[config.mk]
export PLATFORM = sky130hd
export DESIGN_NAME = ifq_top
export DESIGN_NICKNAME = d
export VERILOG_FILES = /design/src/rtl/ifq_pkg.sv /design/src/rtl/ifq_fetch.sv /design/src/rtl/ifq_store.sv /design/src/rtl/ifq_top.sv
export SDC_FILE = /design/constraint.sdc
export NUM_CORES = 1
export LEC_CHECK = 0
export BUFFER_PORTS_ARGS = -buffer_cell sky130_fd_sc_hd__clkbuf_2
export CAP_MARGIN = 20
export CORE_UTILIZATION = 45
export DETAILED_ROUTE_END_ITERATION = 10
export PLACE_DENSITY = 0.67
export SYNTH_ARGS = -nofsm -noshare
export SYNTH_HDL_FRONTEND = slang
export SYNTH_HIERARCHICAL = 1
export SYNTH_SLANG_ARGS = --single-unit
export TNS_END_PERCENT = 20
[constraint.sdc]
create_clock -name clk -period 6.03 [get_ports clk]
set_input_delay 0.603 -clock clk [delete_from_list [all_inputs] [get_ports clk]]
set_output_delay 0.603 -clock clk [all_outputs]
set_load 0.05 [all_outputs]
[src/rtl/ifq_pkg.sv]
package ifq_pkg;
  parameter int unsigned IFQ_DATA_W = 16;
  parameter int unsigned IFQ_ADDR_W = 16;

  typedef struct packed {
    logic [IFQ_ADDR_W-1:0] addr;
    logic [IFQ_DATA_W-1:0] data;
  } ifq_word_t;
endpackage

[src/rtl/ifq_fetch.sv]
module ifq_fetch #(
  parameter int unsigned DEPTH = 3,
  parameter int unsigned LVL_W = 2,
  parameter logic [ifq_pkg::IFQ_ADDR_W-1:0] RESET_ADDR = '0
) (
  input  logic                          clk,
  input  logic                          rst_n,
  input  logic                          flush,
  input  logic [ifq_pkg::IFQ_ADDR_W-1:0] flush_target,
  input  logic [LVL_W-1:0]              level,
  input  logic                          bus_gnt,
  output logic                          fetch_req,
  output logic [ifq_pkg::IFQ_ADDR_W-1:0] fetch_addr,
  output logic                          fill
);
  localparam int unsigned AW = ifq_pkg::IFQ_ADDR_W;
  localparam logic [AW-1:0] STEP = AW'(ifq_pkg::IFQ_DATA_W / 8);

  logic [AW-1:0] pc_q;

  assign fetch_req  = !flush && (level < LVL_W'(DEPTH));
  assign fill       = fetch_req && bus_gnt;
  assign fetch_addr = pc_q;

  always_ff @(posedge clk) begin
    if (!rst_n)     pc_q <= RESET_ADDR;
    else if (flush) pc_q <= flush_target & ~AW'(1);
    else if (fill)  pc_q <= pc_q + STEP;
  end
endmodule

[src/rtl/ifq_store.sv]
module ifq_store #(
  parameter int unsigned DEPTH = 3,
  parameter int unsigned LVL_W = 2
) (
  input  logic               clk,
  input  logic               rst_n,
  input  logic               clr,
  input  logic               push,
  input  ifq_pkg::ifq_word_t push_word,
  input  logic               pop,
  output ifq_pkg::ifq_word_t head_word,
  output logic [LVL_W-1:0]   level
);
  localparam int unsigned PTR_W = (DEPTH > 1) ? $clog2(DEPTH) : 1;
  localparam logic [PTR_W-1:0] LAST = PTR_W'(DEPTH - 1);

  logic [PTR_W-1:0] wr_ptr, rd_ptr;
  logic [LVL_W-1:0] cnt_q;
  ifq_pkg::ifq_word_t slots [DEPTH];

  function automatic logic [PTR_W-1:0] bump(input logic [PTR_W-1:0] p);
    return (p == LAST) ? '0 : p + PTR_W'(1);
  endfunction

  for (genvar i = 0; i < DEPTH; i++) begin : g_slot
    ifq_pkg::ifq_word_t slot_q;
    always_ff @(posedge clk) begin
      if (push && !clr && wr_ptr == PTR_W'(i)) slot_q <= push_word;
    end
    assign slots[i] = slot_q;
  end

  always_ff @(posedge clk) begin
    if (!rst_n || clr) begin
      wr_ptr <= '0;
      rd_ptr <= '0;
      cnt_q  <= '0;
    end else begin
      if (push) wr_ptr <= bump(wr_ptr);
      if (pop)  rd_ptr <= bump(rd_ptr);
      case ({push, pop})
        2'b10:   cnt_q <= cnt_q + LVL_W'(1);
        2'b01:   cnt_q <= cnt_q - LVL_W'(1);
        default: cnt_q <= cnt_q;
      endcase
    end
  end

  assign head_word = slots[rd_ptr];
  assign level     = cnt_q;
endmodule

[src/rtl/ifq_top.sv]
module ifq_top #(
  parameter int unsigned DEPTH = 3,
  parameter logic [ifq_pkg::IFQ_ADDR_W-1:0] RESET_ADDR = '0
) (
  input  logic                            clk,
  input  logic                            rst_n,
  output logic                            fetch_req,
  output logic [ifq_pkg::IFQ_ADDR_W-1:0]  fetch_addr,
  input  logic                            bus_gnt,
  input  logic [ifq_pkg::IFQ_DATA_W-1:0]  bus_rdata,
  input  logic                            flush,
  input  logic [ifq_pkg::IFQ_ADDR_W-1:0]  flush_target,
  output logic                            out_valid,
  input  logic                            out_ready,
  output logic [ifq_pkg::IFQ_DATA_W-1:0]  out_data,
  output logic [ifq_pkg::IFQ_ADDR_W-1:0]  out_addr,
  output logic [$clog2(DEPTH+1)-1:0]      level
);
  localparam int unsigned LVL_W = $clog2(DEPTH + 1);

  logic               fill, take;
  ifq_pkg::ifq_word_t in_word, head_word;

  assign in_word.addr = fetch_addr;
  assign in_word.data = bus_rdata;
  assign out_valid    = (level != '0);
  assign take         = out_valid && out_ready && !flush;
  assign out_data     = head_word.data;
  assign out_addr     = head_word.addr;

  ifq_fetch #(.DEPTH(DEPTH), .LVL_W(LVL_W), .RESET_ADDR(RESET_ADDR)) u_fetch (
    .clk(clk), .rst_n(rst_n), .flush(flush), .flush_target(flush_target),
    .level(level), .bus_gnt(bus_gnt), .fetch_req(fetch_req),
    .fetch_addr(fetch_addr), .fill(fill)
  );

  ifq_store #(.DEPTH(DEPTH), .LVL_W(LVL_W)) u_store (
    .clk(clk), .rst_n(rst_n), .clr(flush), .push(fill), .push_word(in_word),
    .pop(take), .head_word(head_word), .level(level)
  );
endmodule

After elaboration in Yosys (flattened, before gate mapping)
Index checks and enable logic that the tools add are counted.
Storage, ports and cells
  register bits: 118
  input port bits: 37
  output and inout bits: 52
  word-level logic and storage cells: 49
Cells by class
  add/subtract/negate cells: 5
  order comparisons: 2
  equality and inequality tests: 5
  multiplexer cells: 8
  bitwise gates (word level): 2
  reduce and logical (&&, ||, !) cells: 16
Operators with widths (number)
  32-bit binary-select mux with 2-bit select: 1
  32-bit two-way mux: 2
  16-bit two-way mux: 2
  16-bit by 2-bit adder with 16-bit output, second input constant: 1
  1-bit logical AND: 8
  2-bit by 1-bit adder with 2-bit output, second input constant: 3
  2-bit == test, second input constant: 3
  2-bit nonzero test: 3
  2-bit by 1-bit == test with 1-bit output, second input constant: 2
  2-bit two-way mux: 2
  2-bit one-hot mux with 2 select lines: 1
  3-bit >= comparator, second input constant: 1
  2-bit inverter with 3-bit output: 1
  1-bit logical NOT: 2
  2-bit logical NOT: 1
  2-bit less-than comparator, second input constant: 1
  2-bit OR reduction: 1
  2-bit by 1-bit subtractor with 2-bit output, second input constant: 1
  1-bit logical OR: 1
  1-bit inverter: 1

Logic depth before layout (Yosys ltp)
  depth in word-level cells: 5
  gate-level depth with buffers: 8
  depth with buffers taken out: 7

Hierarchy
Netlist, hierarchy kept.
Modules (own cells, without submodules)
  ifq_store: instances 1, cells each 238, area each 3872.5 µm², seq. area each 3002.9 µm²
  ifq_fetch: instances 1, cells each 106, area each 863.3 µm², seq. area each 300.3 µm²
  ifq_top: instances 1, cells each 2, area each 15.0 µm², seq. area each 0.0 µm²

Least setup slack after synthesis
Ideal clock, no wire load.
  path type: in2reg
  start: input port bus_gnt
  end: register u_store/g_slot[1].slot_q[0] (netlist name), enable pin
  setup time: 0.468 ns
  data arrival time: 3.638 ns
  required time: 5.562 ns
  setup slack: 1.924 ns
  stages on the path: 5
  path buffers: 1
  cells stage by stage: a21bo_2 > buf_2 > nor2_1 > nand2_1 > nor3b_1
Between the ends
  longest elaborated chain between the ends: 3
RTL lines
  start: declaration: line ifq_top.sv:9  | input logic bus_gnt,
  1-bit logical AND: line ifq_fetch.sv:22  | assign fill = fetch_req && bus_gnt;
  via fill: line ifq_top.sv:21  | logic fill, take;
  1-bit logical AND (2 in series): line ifq_store.sv:28  | if (push && !clr && wr_ptr == PTR_W'(i)) slot_q <= push_word;
  end signal: assignment: line ifq_store.sv:28
  end: declaration: line ifq_store.sv:26  | ifq_pkg::ifq_word_t slot_q;
The timed path passes the listed nets, and every way through them passes these cells.
A chain may end at the register's enable or synchronous reset.

Worst setup path after layout
  start: register u_store.rd_ptr[0]
  end: output port out_addr[1] (netlist name)
Between the ends
  longest elaborated chain between the ends: 4
RTL lines
  start: declaration: line ifq_store.sv:17  | logic [PTR_W-1:0] wr_ptr, rd_ptr;
  start signal: assignment: line ifq_store.sv:40  | if (pop) rd_ptr <= bump(rd_ptr);
  2-bit inverter with 3-bit output (implied by the code): line ifq_store.sv:49  | assign head_word = slots[rd_ptr];
  32-bit binary-select mux with 2-bit select: line ifq_store.sv:49
  32-bit two-way mux (implied by the code) (2 in series): line ifq_store.sv:49
  end: declaration: line ifq_top.sv:16  | output logic [ifq_pkg::IFQ_ADDR_W-1:0] out_addr,
Every way passes these cells. The select of a mux whose other input is x is not followed.

==> results.md <==
Timing:
- Setup repair after global routing left no endpoint under its margin.
- After layout, the worst setup slack is 2.915 ns.
- Across the routed clock network, the largest skew measured is 0.01765 ns.
- The final sum of negative setup slack is 0 ns.
- At the pin with the least slew margin, the transition time is ~0.67 ns.
- The hold violation count in the final report came to 0.
- Of the available clock period, the critical path in the final layout requires 51.65%.
- The final critical path time including I/O delays and setup is 3.115 ns.
- The number of setup violations in the final report is 0.
- The final-report max-slew violation count is 0.
- The maximum achievable frequency is between 300 and 400 MHz.
- The worst pin sits at a relative slew slack of 54.68%.

Power:
- The total leakage power is 2.082 nW.
- The power per unit of standard cell area is 336.8 nW/um^2.
- Across the VDD grid, the largest voltage drop is 0.1718 mV.

Critical path:
- STA puts the critical path data arrival time at 2.51 ns.
- STA puts the critical path data required time at 5.43 ns.
- In this run the worst path has a maximum fanout of 26.
- The kind of start point of the critical path is a flop.
- The terminus of the critical flop-to-flop path is u_store/g_slot[1].slot_q[24].
- The critical path capture point type is an output port.
- The critical setup path kind is flop to output port.
- In this run the critical register-to-register path is launched from u_store/level[0].
- The worst register-to-register path has a setup slack of 3.95 ns.
- The logic depth of the worst register-to-register path is 5.

Worst hold path:
- The hold path startpoint is bus_rdata[8].
- In this run the worst hold path is classified as input port to flop.
- The worst hold path terminates at u_store/g_slot[2].slot_q[8].
- Along the worst hold path, the cell count comes to 1.

Global route:
- The number of global-route vias before repair is between 2,000 and 3,000.
- For this run the aggregate overflow at the end of global routing stands at 0.
- The maximum number of pins on one net before global-route repair is 37.
- In the global route stage, met3 resource usage came out at ~5.1%.
- The number of antenna violations at the first check in global routing is 0.
- For this run, global-route usage on met2 was measured as 28.90%.
- The first global-routing pass estimated 14,650 um of wire.
- For met1 alone, demand over resource in global routing was between 20 and 25%.
- The busiest metal layer after global routing is met2.
- Global routing used 17.70% of the available tracks.

Route:
- The pre-antenna-repair detailed-routing pass consisted of 4 iterations.
- Summing over every cut layer, the via total after detailed routing is 3,079.
- Dividing the detail-routed wire length by the instance count gives 15.60 um.
- Once detail routing completed, the nets flagged for antenna violations numbered 0.
- After the first detailed-routing iteration, the DRC count stood at 120.
- In the routed layout, each cell is associated on average with a via count of 5.236.
- The remaining routing DRC violations is 0.
- Summed over all layers, the routed wires come to 9174 um.

Finish:
- The repair_antennas step left the layout with diodes totalling 0.
- Leaving out fill and tap cells, the most frequent cells in the layout are 96 x sky130_fd_sc_hd__edfxtp_1, 86 x sky130_fd_sc_hd__clkbuf_2, 40 x sky130_fd_sc_hd__nand2_1.
- The finished cells cover 5873 sq um.
- Relative to the synthesized area, the layout overhead comes to 23.62%.
- The count of nets after finishing is 478.
- In the final layout, flip-flops and latches occupy 3304 sq um.
- Summing all multi-input logic gate instances after layout gives 1297 sq um.
- The share of cells above drive strength 1 is 28.98%.
- The commonest non-fill, non-tap cell in the layout is sky130_fd_sc_hd__edfxtp_1.
- The layout filler cell count is 848.

Yosys:
- The register bit total from synthesis is 117.
- After synthesis, the mean cell area works out to around 14 sq um.
- The most area-hungry cell type in the Yosys netlist is sky130_fd_sc_hd__edfxtp_1.
- Synthesis produced 346 cells.
- Counting every net in the synthesized netlist gives 385.
- The sequential cell area fraction in the yosys report is a little over two thirds.
- The cell area that synthesis handed to floorplanning was 4751 sq um.
- Yosys printed 6 warnings.
- The area share of the largest cell type after synthesis is 60.68%.
- By area the synthesized netlist is led by sky130_fd_sc_hd__edfxtp_1 61%, sky130_fd_sc_hd__dfxtp_1 8.8%, sky130_fd_sc_hd__mux2i_1 6.7%.
- Yosys mapped the design onto 42 distinct sky130hd cell types.

Die:
- Once the floorplan was initialized, standard cells occupied 46.23% of the core.
- Measured along the x axis, the die boundary spans 104.8 um.
- The vertical die dimension is 104.8 um.
- The floorplan has 37 rows.
- The die area is around 11,000 sq um.
- The core region is about 10,000 sq um.
- The number of placed I/O pins is 89.

Clock tree:
- TritonCTS built the clock tree.
- Clock tree synthesis inserted a total of 17 buffers.
- The clock transition at the registers of the reported paths is 0.06 ns.
- Post-CTS repair changed the size of 0 cells.
- The clock tree synthesis step divided the H-tree into 4 levels.
- The number of buffers on the longest clock path is 2.
- Counting every sink on the clock net gives ~120.
- In this run the post-CTS setup repair buffer count came out at 0.
- The tree is rooted in a sky130_fd_sc_hd__clkbuf_8.
- The later-pin clock latency in the skew report is 0.51 ns.
- The number of hold buffers added after CTS is 0.

Placed design:
- The congestion estimate from routability-driven global placement came to 0.8364.
- The total placed instance area is 5274 sq um.
- At the placement stage, the worst setup path has a slack of 3.274 ns.
- Once detailed placement completed, the half-perimeter wirelength came to 5318 um.
- The count of input and output buffers is 86.

Job:
- The tool flagged a number of max-cap violations equal to 0.

Outcome:
- The run finished with clean final reports.
## metrics by stage
step	total power, mW	hold slack [ns]	utilization (%)	instances
floorplan	1.015	0.5269	-	346
global placement	1.053	0.5287	51.31	555
detailed placement	1.056	0.5248	51.31	555
CTS	1.999	0.2804	56.88	587
global route	2.041	0.2889	57.15	588
finish	1.978	0.2987	57.15	588
## kinds of logic after synthesis
group	Yosys count	synth area share, %
other	1	0.07893
DFF	117	69.53
buffers and inverters	27	3.529
AOI/OAI and AO/OA	75	9.007
muxes	32	6.742
and+or+nand+nor	84	9.113
adders and majority gates	2	0.5266
xor gates and xnor gates	8	1.475
## routing by layer
metal  share of wire (%)  vias to the layer above
met5                   0                        -
met4                0.83                        0
met3                 5.7                        9
met2                  49                      107
met1                  44                     1478
li1                    -                     1485
## how the worst max path moves through the flow
| stage | start | to | slack, ns | depth (start not counted) |
|---|---|---|---|---|
| final | u_store/rd_ptr[0] | out_addr[1] | 2.92 | 6 |
| after global routing | u_store/rd_ptr[0] | out_addr[1] | 2.75 | 6 |
| after CTS | u_store/rd_ptr[0] | out_addr[1] | 2.72 | 5 |
| after detailed placement | u_store/rd_ptr[0] | out_data[8] | 3.27 | 5 |
| after global placement | u_store/rd_ptr[0] | out_data[8] | 3.28 | 5 |
| after floorplan | bus_gnt | u_store/g_slot[1].slot_q[0] | 1.92 | 5 |
## worst max-delay path, stage by stage, from the launching register on
cell and delay [ns]:
sky130_fd_sc_hd__dfxtp_2 0.51, sky130_fd_sc_hd__buf_16 0.26, sky130_fd_sc_hd__nor2b_2 0.28, sky130_fd_sc_hd__buf_4 0.38
sky130_fd_sc_hd__nand2_1 0.11, sky130_fd_sc_hd__o21ai_1 0.13, sky130_fd_sc_hd__clkbuf_2 0.31
## flip-flops by register name, indices dropped and copies added, names as in the netlist
| name | count |
|---|---|
| u_store/g_slot.slot_q | 96 |
| u_store/rd_ptr | 2 |
| u_store/level | 2 |
| u_store/wr_ptr | 2 |
| u_fetch/fetch_addr | 15 |
## where the power goes
group          total, mW  internal [mW]  leakage, nW  switching [mW]
sequential         0.913          0.893         1.05          0.0202
combinational      0.127         0.0346        0.755          0.0925
clock              0.938          0.590        0.272           0.348
## cells in the mapped netlist (all sizes together)
master,instances
and3b,3
ha,2
edfxtp,96
a21boi,1
conb,1
o211a,3
nand3b,1
o22ai,1
and3,2
nand3,4
nor4,3
nor2b,1
nand2,40
a32o,1
o211ai,1
a21oi,11
o21a,2
nand4,5
a31oi,2
o21ai,47
or4,1
or3,3
a211oi,4
and4,1
buf,11
nor3,5
xor2,3
or2,1
mux2i,32
a21bo,1
xnor2,5
o32ai,1
nor3b,6
clkbuf,7
inv,8
nor2,8
dfxtp,21
clkinv,1
## final cells by class
class	count	share of cell area (%)
Sequential cell	117	56.26
Inverter	9	0.5752
Clock inverter	14	2.620
Clock buffer	18	7.115
Timing Repair Buffer	92	8.436
Multi-Input combinational cell	202	22.09
Tap cell	136	2.897
Note: power is estimated with default switching activity, not from simulation.
